--- config.mk ---
export PLATFORM = sky130hd
export DESIGN_NAME = usart_ctrl_seq
export DESIGN_NICKNAME = d
export VERILOG_FILES = /design/src/rtl/usart_ctrl_pkg.sv /design/src/rtl/usart_bus_decode.sv /design/src/rtl/usart_init_fsm.sv /design/src/rtl/usart_ctrl_regs.sv /design/src/rtl/usart_ctrl_seq.sv
export SDC_FILE = /design/constraint.sdc
export NUM_CORES = 1
export LEC_CHECK = 0
export CAP_MARGIN = 20
export CORE_MARGIN = 5
export CORE_UTILIZATION = 40
export CTS_CLUSTER_SIZE = 8
export DETAILED_ROUTE_END_ITERATION = 12
export PLACE_DENSITY_LB_ADDON = 0.1
export SLEW_MARGIN = 20
export SYNTH_ARGS = -nofsm -noshare
export SYNTH_HDL_FRONTEND = slang
export SYNTH_SLANG_ARGS = --single-unit
--- constraint.sdc ---
create_clock -name clk -period 2.6 [get_ports clk]
set_input_delay 0.39 -clock clk [delete_from_list [all_inputs] [get_ports clk]]
set_output_delay 0.39 -clock clk [all_outputs]
set_load 0.01 [all_outputs]
--- src/rtl/usart_ctrl_pkg.sv ---
package usart_ctrl_pkg;
    localparam int BYTE_W   = 8;
    localparam int MUL_W    = 7;
    localparam int CHAR_W   = 4;
    localparam int STOP_W   = 3;
    localparam int MIN_CHAR = 5;

    // command bit positions (decoded by the sequencer and register file)
    localparam int CB_TXEN = 0;
    localparam int CB_DTR  = 1;
    localparam int CB_RXEN = 2;
    localparam int CB_BRK  = 3;
    localparam int CB_ERST = 4;
    localparam int CB_RTS  = 5;
    localparam int CB_IRST = 6;

    typedef enum logic [0:0] {
        SEQ_AWAIT_MODE = 1'b0,
        SEQ_RUN        = 1'b1
    } seq_state_t;

    // format byte layout, MSB first
    typedef struct packed {
        logic [1:0] stop;
        logic       even;
        logic       par;
        logic [1:0] len;
        logic [1:0] fact;
    } mode_t;

    typedef struct packed {
        logic rts;
        logic brk;
        logic rx_en;
        logic dtr;
        logic tx_en;
    } cmd_t;
endpackage

--- src/rtl/usart_bus_decode.sv ---
module usart_bus_decode (
    input  logic clk,
    input  logic rst,
    input  logic cs_n,
    input  logic cd_sel,
    input  logic rd_n,
    input  logic wr_n,
    output logic ctrl_wr,
    output logic data_wr,
    output logic data_rd
);
    logic wr_n_q, rd_n_q;
    logic wr_edge, rd_edge;

    always_ff @(posedge clk) begin
        if (rst) begin
            wr_n_q <= 1'b1;
            rd_n_q <= 1'b1;
        end else begin
            wr_n_q <= wr_n | cs_n;
            rd_n_q <= rd_n | cs_n;
        end
    end

    always_comb begin
        wr_edge = !cs_n && !wr_n && wr_n_q;
        rd_edge = !cs_n && !rd_n && rd_n_q;
        ctrl_wr = wr_edge && cd_sel;
        data_wr = wr_edge && !cd_sel;
        data_rd = rd_edge && !cd_sel;
    end

    // a held read strobe gives a single consume pulse
    a_r11_single_read: assert property (@(posedge clk) disable iff (rst)
        data_rd |=> !data_rd);
    a_r11_single_write: assert property (@(posedge clk) disable iff (rst)
        (ctrl_wr || data_wr) |=> !(ctrl_wr || data_wr));
endmodule

--- src/rtl/usart_init_fsm.sv ---
module usart_init_fsm
    import usart_ctrl_pkg::*;
(
    input  logic clk,
    input  logic rst,
    input  logic ctrl_wr,
    input  logic irst_bit,
    output logic mode_wr,
    output logic cmd_wr,
    output logic irst_now,
    output logic irst_pulse
);
    seq_state_t state_q, state_d;

    always_ff @(posedge clk) begin
        if (rst) begin
            state_q    <= SEQ_AWAIT_MODE;
            irst_pulse <= 1'b0;
        end else begin
            state_q    <= state_d;
            irst_pulse <= irst_now;
        end
    end

    always_comb begin
        state_d  = state_q;
        mode_wr  = 1'b0;
        cmd_wr   = 1'b0;
        irst_now = 1'b0;
        unique case (state_q)
            SEQ_AWAIT_MODE: begin
                if (ctrl_wr) begin
                    mode_wr = 1'b1;
                    state_d = SEQ_RUN;
                end
            end
            SEQ_RUN: begin
                if (ctrl_wr) begin
                    if (irst_bit) begin
                        irst_now = 1'b1;
                        state_d  = SEQ_AWAIT_MODE;
                    end else begin
                        cmd_wr = 1'b1;
                    end
                end
            end
            default: state_d = SEQ_AWAIT_MODE;
        endcase
    end

    // a mode capture always leads to the command phase
    a_r2_mode_then_run: assert property (@(posedge clk) disable iff (rst)
        (state_q == SEQ_AWAIT_MODE && ctrl_wr) |=> state_q == SEQ_RUN);
    // the internal reset pulse coincides with waiting for a new mode
    a_r3_irst_awaits: assert property (@(posedge clk) disable iff (rst)
        irst_pulse |-> state_q == SEQ_AWAIT_MODE);
    a_r3_pulse_short: assert property (@(posedge clk) disable iff (rst)
        irst_pulse |=> !irst_pulse);
endmodule

--- src/rtl/usart_ctrl_regs.sv ---
module usart_ctrl_regs
    import usart_ctrl_pkg::*;
(
    input  logic              clk,
    input  logic              rst,
    input  logic              mode_wr,
    input  logic              cmd_wr,
    input  logic              irst_now,
    input  logic              data_wr,
    input  logic [BYTE_W-1:0] din,
    input  logic              par_set,
    input  logic              ovr_set,
    input  logic              frm_set,
    output mode_t             mode_q,
    output cmd_t              cmd_q,
    output logic              par_flag,
    output logic              ovr_flag,
    output logic              frm_flag,
    output logic              err_clr_q,
    output logic              tx_load_q,
    output logic [BYTE_W-1:0] tx_byte_q
);
    logic err_clr_now;

    always_comb err_clr_now = (cmd_wr && din[CB_ERST]) || irst_now;

    always_ff @(posedge clk) begin
        if (rst) begin
            mode_q    <= '0;
            cmd_q     <= '0;
            par_flag  <= 1'b0;
            ovr_flag  <= 1'b0;
            frm_flag  <= 1'b0;
            err_clr_q <= 1'b0;
            tx_load_q <= 1'b0;
            tx_byte_q <= '0;
        end else begin
            if (irst_now) begin
                mode_q <= '0;
                cmd_q  <= '0;
            end else begin
                if (mode_wr) mode_q <= mode_t'(din);
                if (cmd_wr) begin
                    cmd_q.tx_en <= din[CB_TXEN];
                    cmd_q.dtr   <= din[CB_DTR];
                    cmd_q.rx_en <= din[CB_RXEN];
                    cmd_q.brk   <= din[CB_BRK];
                    cmd_q.rts   <= din[CB_RTS];
                end
            end
            // a set in the same cycle as a clear takes priority
            par_flag  <= par_set || (par_flag && !err_clr_now);
            ovr_flag  <= ovr_set || (ovr_flag && !err_clr_now);
            frm_flag  <= frm_set || (frm_flag && !err_clr_now);
            err_clr_q <= cmd_wr && din[CB_ERST];
            tx_load_q <= data_wr;
            if (data_wr) tx_byte_q <= din;
        end
    end

    // an error pulse is never lost
    a_r10_set_sticks: assert property (@(posedge clk) disable iff (rst)
        par_set |=> par_flag);
    a_r10_clear_all: assert property (@(posedge clk) disable iff (rst)
        (err_clr_now && !ovr_set && !frm_set) |=> (!ovr_flag && !frm_flag));
    // data writes leave the control state alone
    a_r8_data_isolated: assert property (@(posedge clk) disable iff (rst)
        data_wr |=> ($stable(mode_q) && $stable(cmd_q)));
endmodule

--- src/rtl/usart_ctrl_seq.sv ---
module usart_ctrl_seq
    import usart_ctrl_pkg::*;
(
    input  logic              clk,
    input  logic              rst,
    input  logic              cs_n,
    input  logic              cd_sel,
    input  logic              rd_n,
    input  logic              wr_n,
    input  logic [BYTE_W-1:0] din,
    output logic [BYTE_W-1:0] dout,
    output logic              dout_oe,
    input  logic              tx_rdy_in,
    input  logic              tx_empty_in,
    input  logic              rx_rdy_in,
    input  logic [BYTE_W-1:0] rx_byte,
    input  logic              par_err_set,
    input  logic              ovr_err_set,
    input  logic              frm_err_set,
    input  logic              dsr_n,
    output logic              dtr_n,
    output logic              rts_n,
    output logic              tx_en,
    output logic              rx_en,
    output logic              send_brk,
    output logic              err_clr,
    output logic              dp_rst,
    output logic              tx_load,
    output logic [BYTE_W-1:0] tx_byte,
    output logic              rx_rd,
    output logic [MUL_W-1:0]  baud_mul,
    output logic [CHAR_W-1:0] char_bits,
    output logic [STOP_W-1:0] stop_halves,
    output logic              par_en,
    output logic              par_even
);
    logic ctrl_wr, data_wr, data_rd;
    logic mode_wr, cmd_wr, irst_now;
    logic par_flag, ovr_flag, frm_flag;
    mode_t mode_q;
    cmd_t  cmd_q;
    logic [BYTE_W-1:0] status;

    usart_bus_decode u_dec (
        .clk(clk), .rst(rst), .cs_n(cs_n), .cd_sel(cd_sel),
        .rd_n(rd_n), .wr_n(wr_n),
        .ctrl_wr(ctrl_wr), .data_wr(data_wr), .data_rd(data_rd)
    );

    usart_init_fsm u_fsm (
        .clk(clk), .rst(rst), .ctrl_wr(ctrl_wr), .irst_bit(din[CB_IRST]),
        .mode_wr(mode_wr), .cmd_wr(cmd_wr), .irst_now(irst_now),
        .irst_pulse(dp_rst)
    );

    usart_ctrl_regs u_regs (
        .clk(clk), .rst(rst), .mode_wr(mode_wr), .cmd_wr(cmd_wr),
        .irst_now(irst_now), .data_wr(data_wr), .din(din),
        .par_set(par_err_set), .ovr_set(ovr_err_set), .frm_set(frm_err_set),
        .mode_q(mode_q), .cmd_q(cmd_q),
        .par_flag(par_flag), .ovr_flag(ovr_flag), .frm_flag(frm_flag),
        .err_clr_q(err_clr), .tx_load_q(tx_load), .tx_byte_q(tx_byte)
    );

    always_comb begin
        status  = {!dsr_n, 1'b0, frm_flag, ovr_flag, par_flag,
                   tx_empty_in, rx_rdy_in, tx_rdy_in};
        dout_oe = !cs_n && !rd_n && wr_n;
        dout    = '0;
        if (dout_oe) dout = cd_sel ? status : rx_byte;
        rx_rd   = data_rd;

        tx_en    = cmd_q.tx_en;
        rx_en    = cmd_q.rx_en;
        send_brk = cmd_q.brk;
        dtr_n    = !cmd_q.dtr;
        rts_n    = !cmd_q.rts;

        unique case (mode_q.fact)
            2'b00: baud_mul = MUL_W'(0);
            2'b01: baud_mul = MUL_W'(1);
            2'b10: baud_mul = MUL_W'(16);
            default: baud_mul = MUL_W'(64);
        endcase
        char_bits = CHAR_W'(MIN_CHAR) + CHAR_W'(mode_q.len);
        unique case (mode_q.stop)
            2'b11: stop_halves = STOP_W'(4);
            2'b10: stop_halves = STOP_W'(3);
            default: stop_halves = STOP_W'(2);
        endcase
        par_en   = mode_q.par;
        par_even = mode_q.even;
    end

    // a deselected bus cannot alter control state
    a_r9_deselect_holds: assert property (@(posedge clk) disable iff (rst)
        cs_n |=> ($stable(mode_q) && $stable(cmd_q)));
    // internal reset leaves the modem pins and enables inactive
    a_r3_pins_released: assert property (@(posedge clk) disable iff (rst)
        dp_rst |-> (dtr_n && rts_n && !tx_en && !rx_en && !send_brk));
    // the consume strobe only accompanies a driven data read
    a_r7_rd_with_oe: assert property (@(posedge clk) disable iff (rst)
        rx_rd |-> (dout_oe && dout == rx_byte));
endmodule

==> summary.md, run 1 <==
| Metric | Value |
|---|---|
| Outcome | completed |
| Clock Path Buffers | 2 |
| VDD IR max | 272 uV |
| Clock tree from TritonCTS | done |
| Crit. End Element | output port |
| R2r worst-path depth | 3 |
| Synth warnings | 0 |
| Starting DRT DRC Count | 43 |
| Routed len/inst | 13.8 um |
| Hold path cells | 2 |
| Non-filler instance count after layout | 278 |
| Unrepaired setup endpoints after global routing | false |
| Sink Count | 30 |
| Die width | 70.3 um |
| Row count | 22 |
| DRC | 0 |
| Die area | 4940 sq um |
| Crit Path Max Fanout | 10 |
| Lkg Pwr | 0.802 nW |
| Root buffer cell | clkbuf_4 |
| Final hold vios | 0 |
| Highest metal used | met4 |
| Fin crit share | 0.933 |
| Type of origin of the critical path | primary input |
| Metal-1 WL | 1590 um |
| Total global-route track usage | 0.154 |
| Clk_skew | 4.47 ps |
| CTS Hold Bufs | 0 |
| CP Class | primary input to output port |
| Pin count of the biggest net entering global routing | 39 |
| Post-DP HPWL | 3000 um |
| Wire length on met2 | 1890 um |
| Post-DRT Antenna Nets | 0 |
| Crit path time final | 2420 ps |
| GP Congestion | 0.809 |
| Synth Cell Area | 1450 sq um |
| Synth top area cells | dfxtp_1 (41%), o32ai_2 (9.0%), nand2_1 (4.9%) |
| HP Class | register to register |
| Synthesized area per cell | 8.92 sq um |
| EDFF count, synth | 0 |
| Total gr overflow | 0 |
| Mapped Cells | 163 |
| Top-area cell type share of the netlist area | 0.413 |
| Worst setup margin | 175 ps |
| Final setup vio count | 0 |
| Die Height | 70.3 um |
| Latest clock arrival within the worst-skew pair | 320 ps |
| Diode count | 0 |
| Number of vias per cell | 4.95 |
| Initial core utilization | 0.406 |
| Number of global-route vias before repair | 1387 |
| # H-tree levels | 2 |
| Yosys reg bits | 30 |
| Initial antenna violation count | 0 |
| Met3 Wirelength | 291 um |
| TritonCTS Buffers | 5 |
| Nets | 260 |
| Clk slew on worst S/H paths | 90 ps |
| Filler cells | 324 |
| Max-Cap Viols | 0 |
| Drt first pass iters | 4 |
| Reg2Reg Setup Slack | 1260 ps |
| Synth cell types | 32 |
| Number of cells after detailed placement | 271 |
| First-pass GRT wire length | 6230 um |
| Cells along the critical path | clkdlybuf4s50_1 > nor3_1 > and3_1 > clkdlybuf4s50_1 |
| Register area share after synthesis | 0.413 |
| Top cell by count, worst path | clkdlybuf4s50_1 |
| Worst EP arrival | 2030 ps |
| PostCTS Resize Cnt | 0 |
| Max Clock Freq | 412 MHz |
| Top cells by count, synth | dfxtp_1 (30), nand2_1 (19), inv_1 (17), nor2_1 (17), a21oi_1 (14) |
| Critical Path RT | 2210 ps |
| Routed WL | 3830 um |
| Async set-or-reset flop fraction in the synthesized netlist | 0 |
| Delay of the slowest critical-path stage | 650 ps |
| Buffers on Ports | 66 |
| Slew Limit Fails | 0 |
| Layout area overhead | 50.1% |
| Leading area contributor after synthesis | dfxtp_1 |
| Boundary Pins | 71 |
| Post-place setup slack | 150 ps |
| Vias | 1375 |
| Layout cells sized above 1 | 0.0957 |
| Most common cell in the netlist | dfxtp_1 |
| Post-CTS Setup Inserts | 0 |
| Ys flop type | dfxtp_1 |
| CP max-delay cell | clkdlybuf4s50_1 |
| Core region area | 3580 sq um |
| Setup TNS | 0 ps |
| Cell area power density | 410 nW/um^2 |
kinds of logic after synthesis:
logic type,synth area share
flops,0.413
buf+inv,0.0981
simple gates,0.242
other cells,0.00258
mux,0.0413
compound gates,0.194
fa+ha+maj,0.00860
power by group:
group          switching, mW  total [mW]  internal (mW)
Clock                  0.144       0.245          0.102
Sequential           0.00827       0.482          0.473
Combinational         0.0754       0.168         0.0926
Total                  0.227       0.895          0.668
worst max-delay path, delay by kind of cell:
family / cells / cell delay [ps]
buffers and inverters: 2 / 1180
AND/OR/NAND/NOR: 2 / 460
cell type report:
cell class | count | area, sq um | area share
timing repair buffer | 70 | 691 | 0.317
multi-input combinational | 106 | 722 | 0.331
tap | 48 | 60.1 | 0.0275
sequential | 30 | 601 | 0.275
clock buffer | 7 | 45.0 | 0.0206
inverter | 17 | 63.8 | 0.0292
path summary, 6_finish.rpt:
kind,from,end
worst max-delay path,cd_sel,dout[6]
worst min-delay path,u_regs.tx_byte_q[6]$_SDFFE_PP0P_,u_regs.tx_byte_q[6]$_SDFFE_PP0P_
worst max register to register,u_dec.wr_n_q$_SDFF_PP1_,u_regs.mode_q[6]$_SDFFE_PP0P_
worst min register to register,u_regs.tx_byte_q[6]$_SDFFE_PP0P_,u_regs.tx_byte_q[6]$_SDFFE_PP0P_
cells in the final DEF, fill, tap and decap left out:
cell type | netlist | final
a311oi_1 | 3 | 3
mux2i_1 | 6 | 6
or2_2 | 1 | 1
nand2_1 | 19 | 19
conb_1 | 1 | 4
nor2_1 | 17 | 17
a211oi_1 | 1 | 1
clkbuf_1 | 4 | 2
o21ai_0 | 5 | 5
nand4b_1 | 5 | 5
o32ai_2 | 8 | 8
and3_1 | 1 | 1
clkdlybuf4s50_1 | 0 | 66
nor3b_1 | 1 | 1
nand4bb_1 | 1 | 1
nor3_1 | 1 | 1
a21oi_1 | 14 | 14
a31o_1 | 1 | 1
inv_1 | 17 | 17
nand2b_1 | 8 | 8
ha_1 | 1 | 1
or3_1 | 2 | 2
nand2_2 | 1 | 1
and4bb_1 | 1 | 1
o21a_4 | 1 | 1
buf_4 | 5 | 4
dfxtp_1 | 30 | 30
nor4b_2 | 1 | 1
clkbuf_4 | 0 | 5
or4b_1 | 1 | 1
nor4b_4 | 1 | 1
and2_1 | 1 | 1
metal layers:
metal | vias up | global-route usage
met4 | 0 | 0.0574
met5 | - | 0
met1 | 629 | 0.174
li1 | 684 | -
met3 | 6 | 0.0475
met2 | 56 | 0.270
metrics by stage:
stage	instance area [sq um]	utilization	hold WS, ps	total power [mW]
finish	2180	0.610	464	0.895
global route	2180	0.610	487	0.939
CTS	2180	0.610	468	0.906
detailed placement	2140	0.597	452	0.662
global placement	2140	0.597	447	0.658
floorplan	1470	-	450	0.574
sequential cells by signal (all words and copies together), names as in the netlist:
name / count
u_regs.tx_load_q: 1
u_fsm.state_q: 1
u_regs.ovr_flag: 1
u_dec.rd_n_q: 1
u_regs.tx_byte_q: 8
u_regs.err_clr_q: 1
u_regs.frm_flag: 1
u_regs.mode_q: 8
u_fsm.irst_pulse: 1
u_dec.wr_n_q: 1
u_regs.par_flag: 1
u_regs.cmd_q: 5
(Power assumes the default switching activity.)
==> inputs of run 2 (changes only) <==
--- a/config.mk
+++ b/config.mk
@@ -11,6 +11,7 @@
 export CTS_CLUSTER_SIZE = 8
 export DETAILED_ROUTE_END_ITERATION = 12
 export PLACE_DENSITY_LB_ADDON = 0.1
+export SKIP_LAST_GASP = 1
 export SLEW_MARGIN = 20
 export SYNTH_ARGS = -nofsm -noshare
 export SYNTH_HDL_FRONTEND = slang
==> results of run 2 <==
The final DEF is identical to that of run 1; final timing and power are the same.
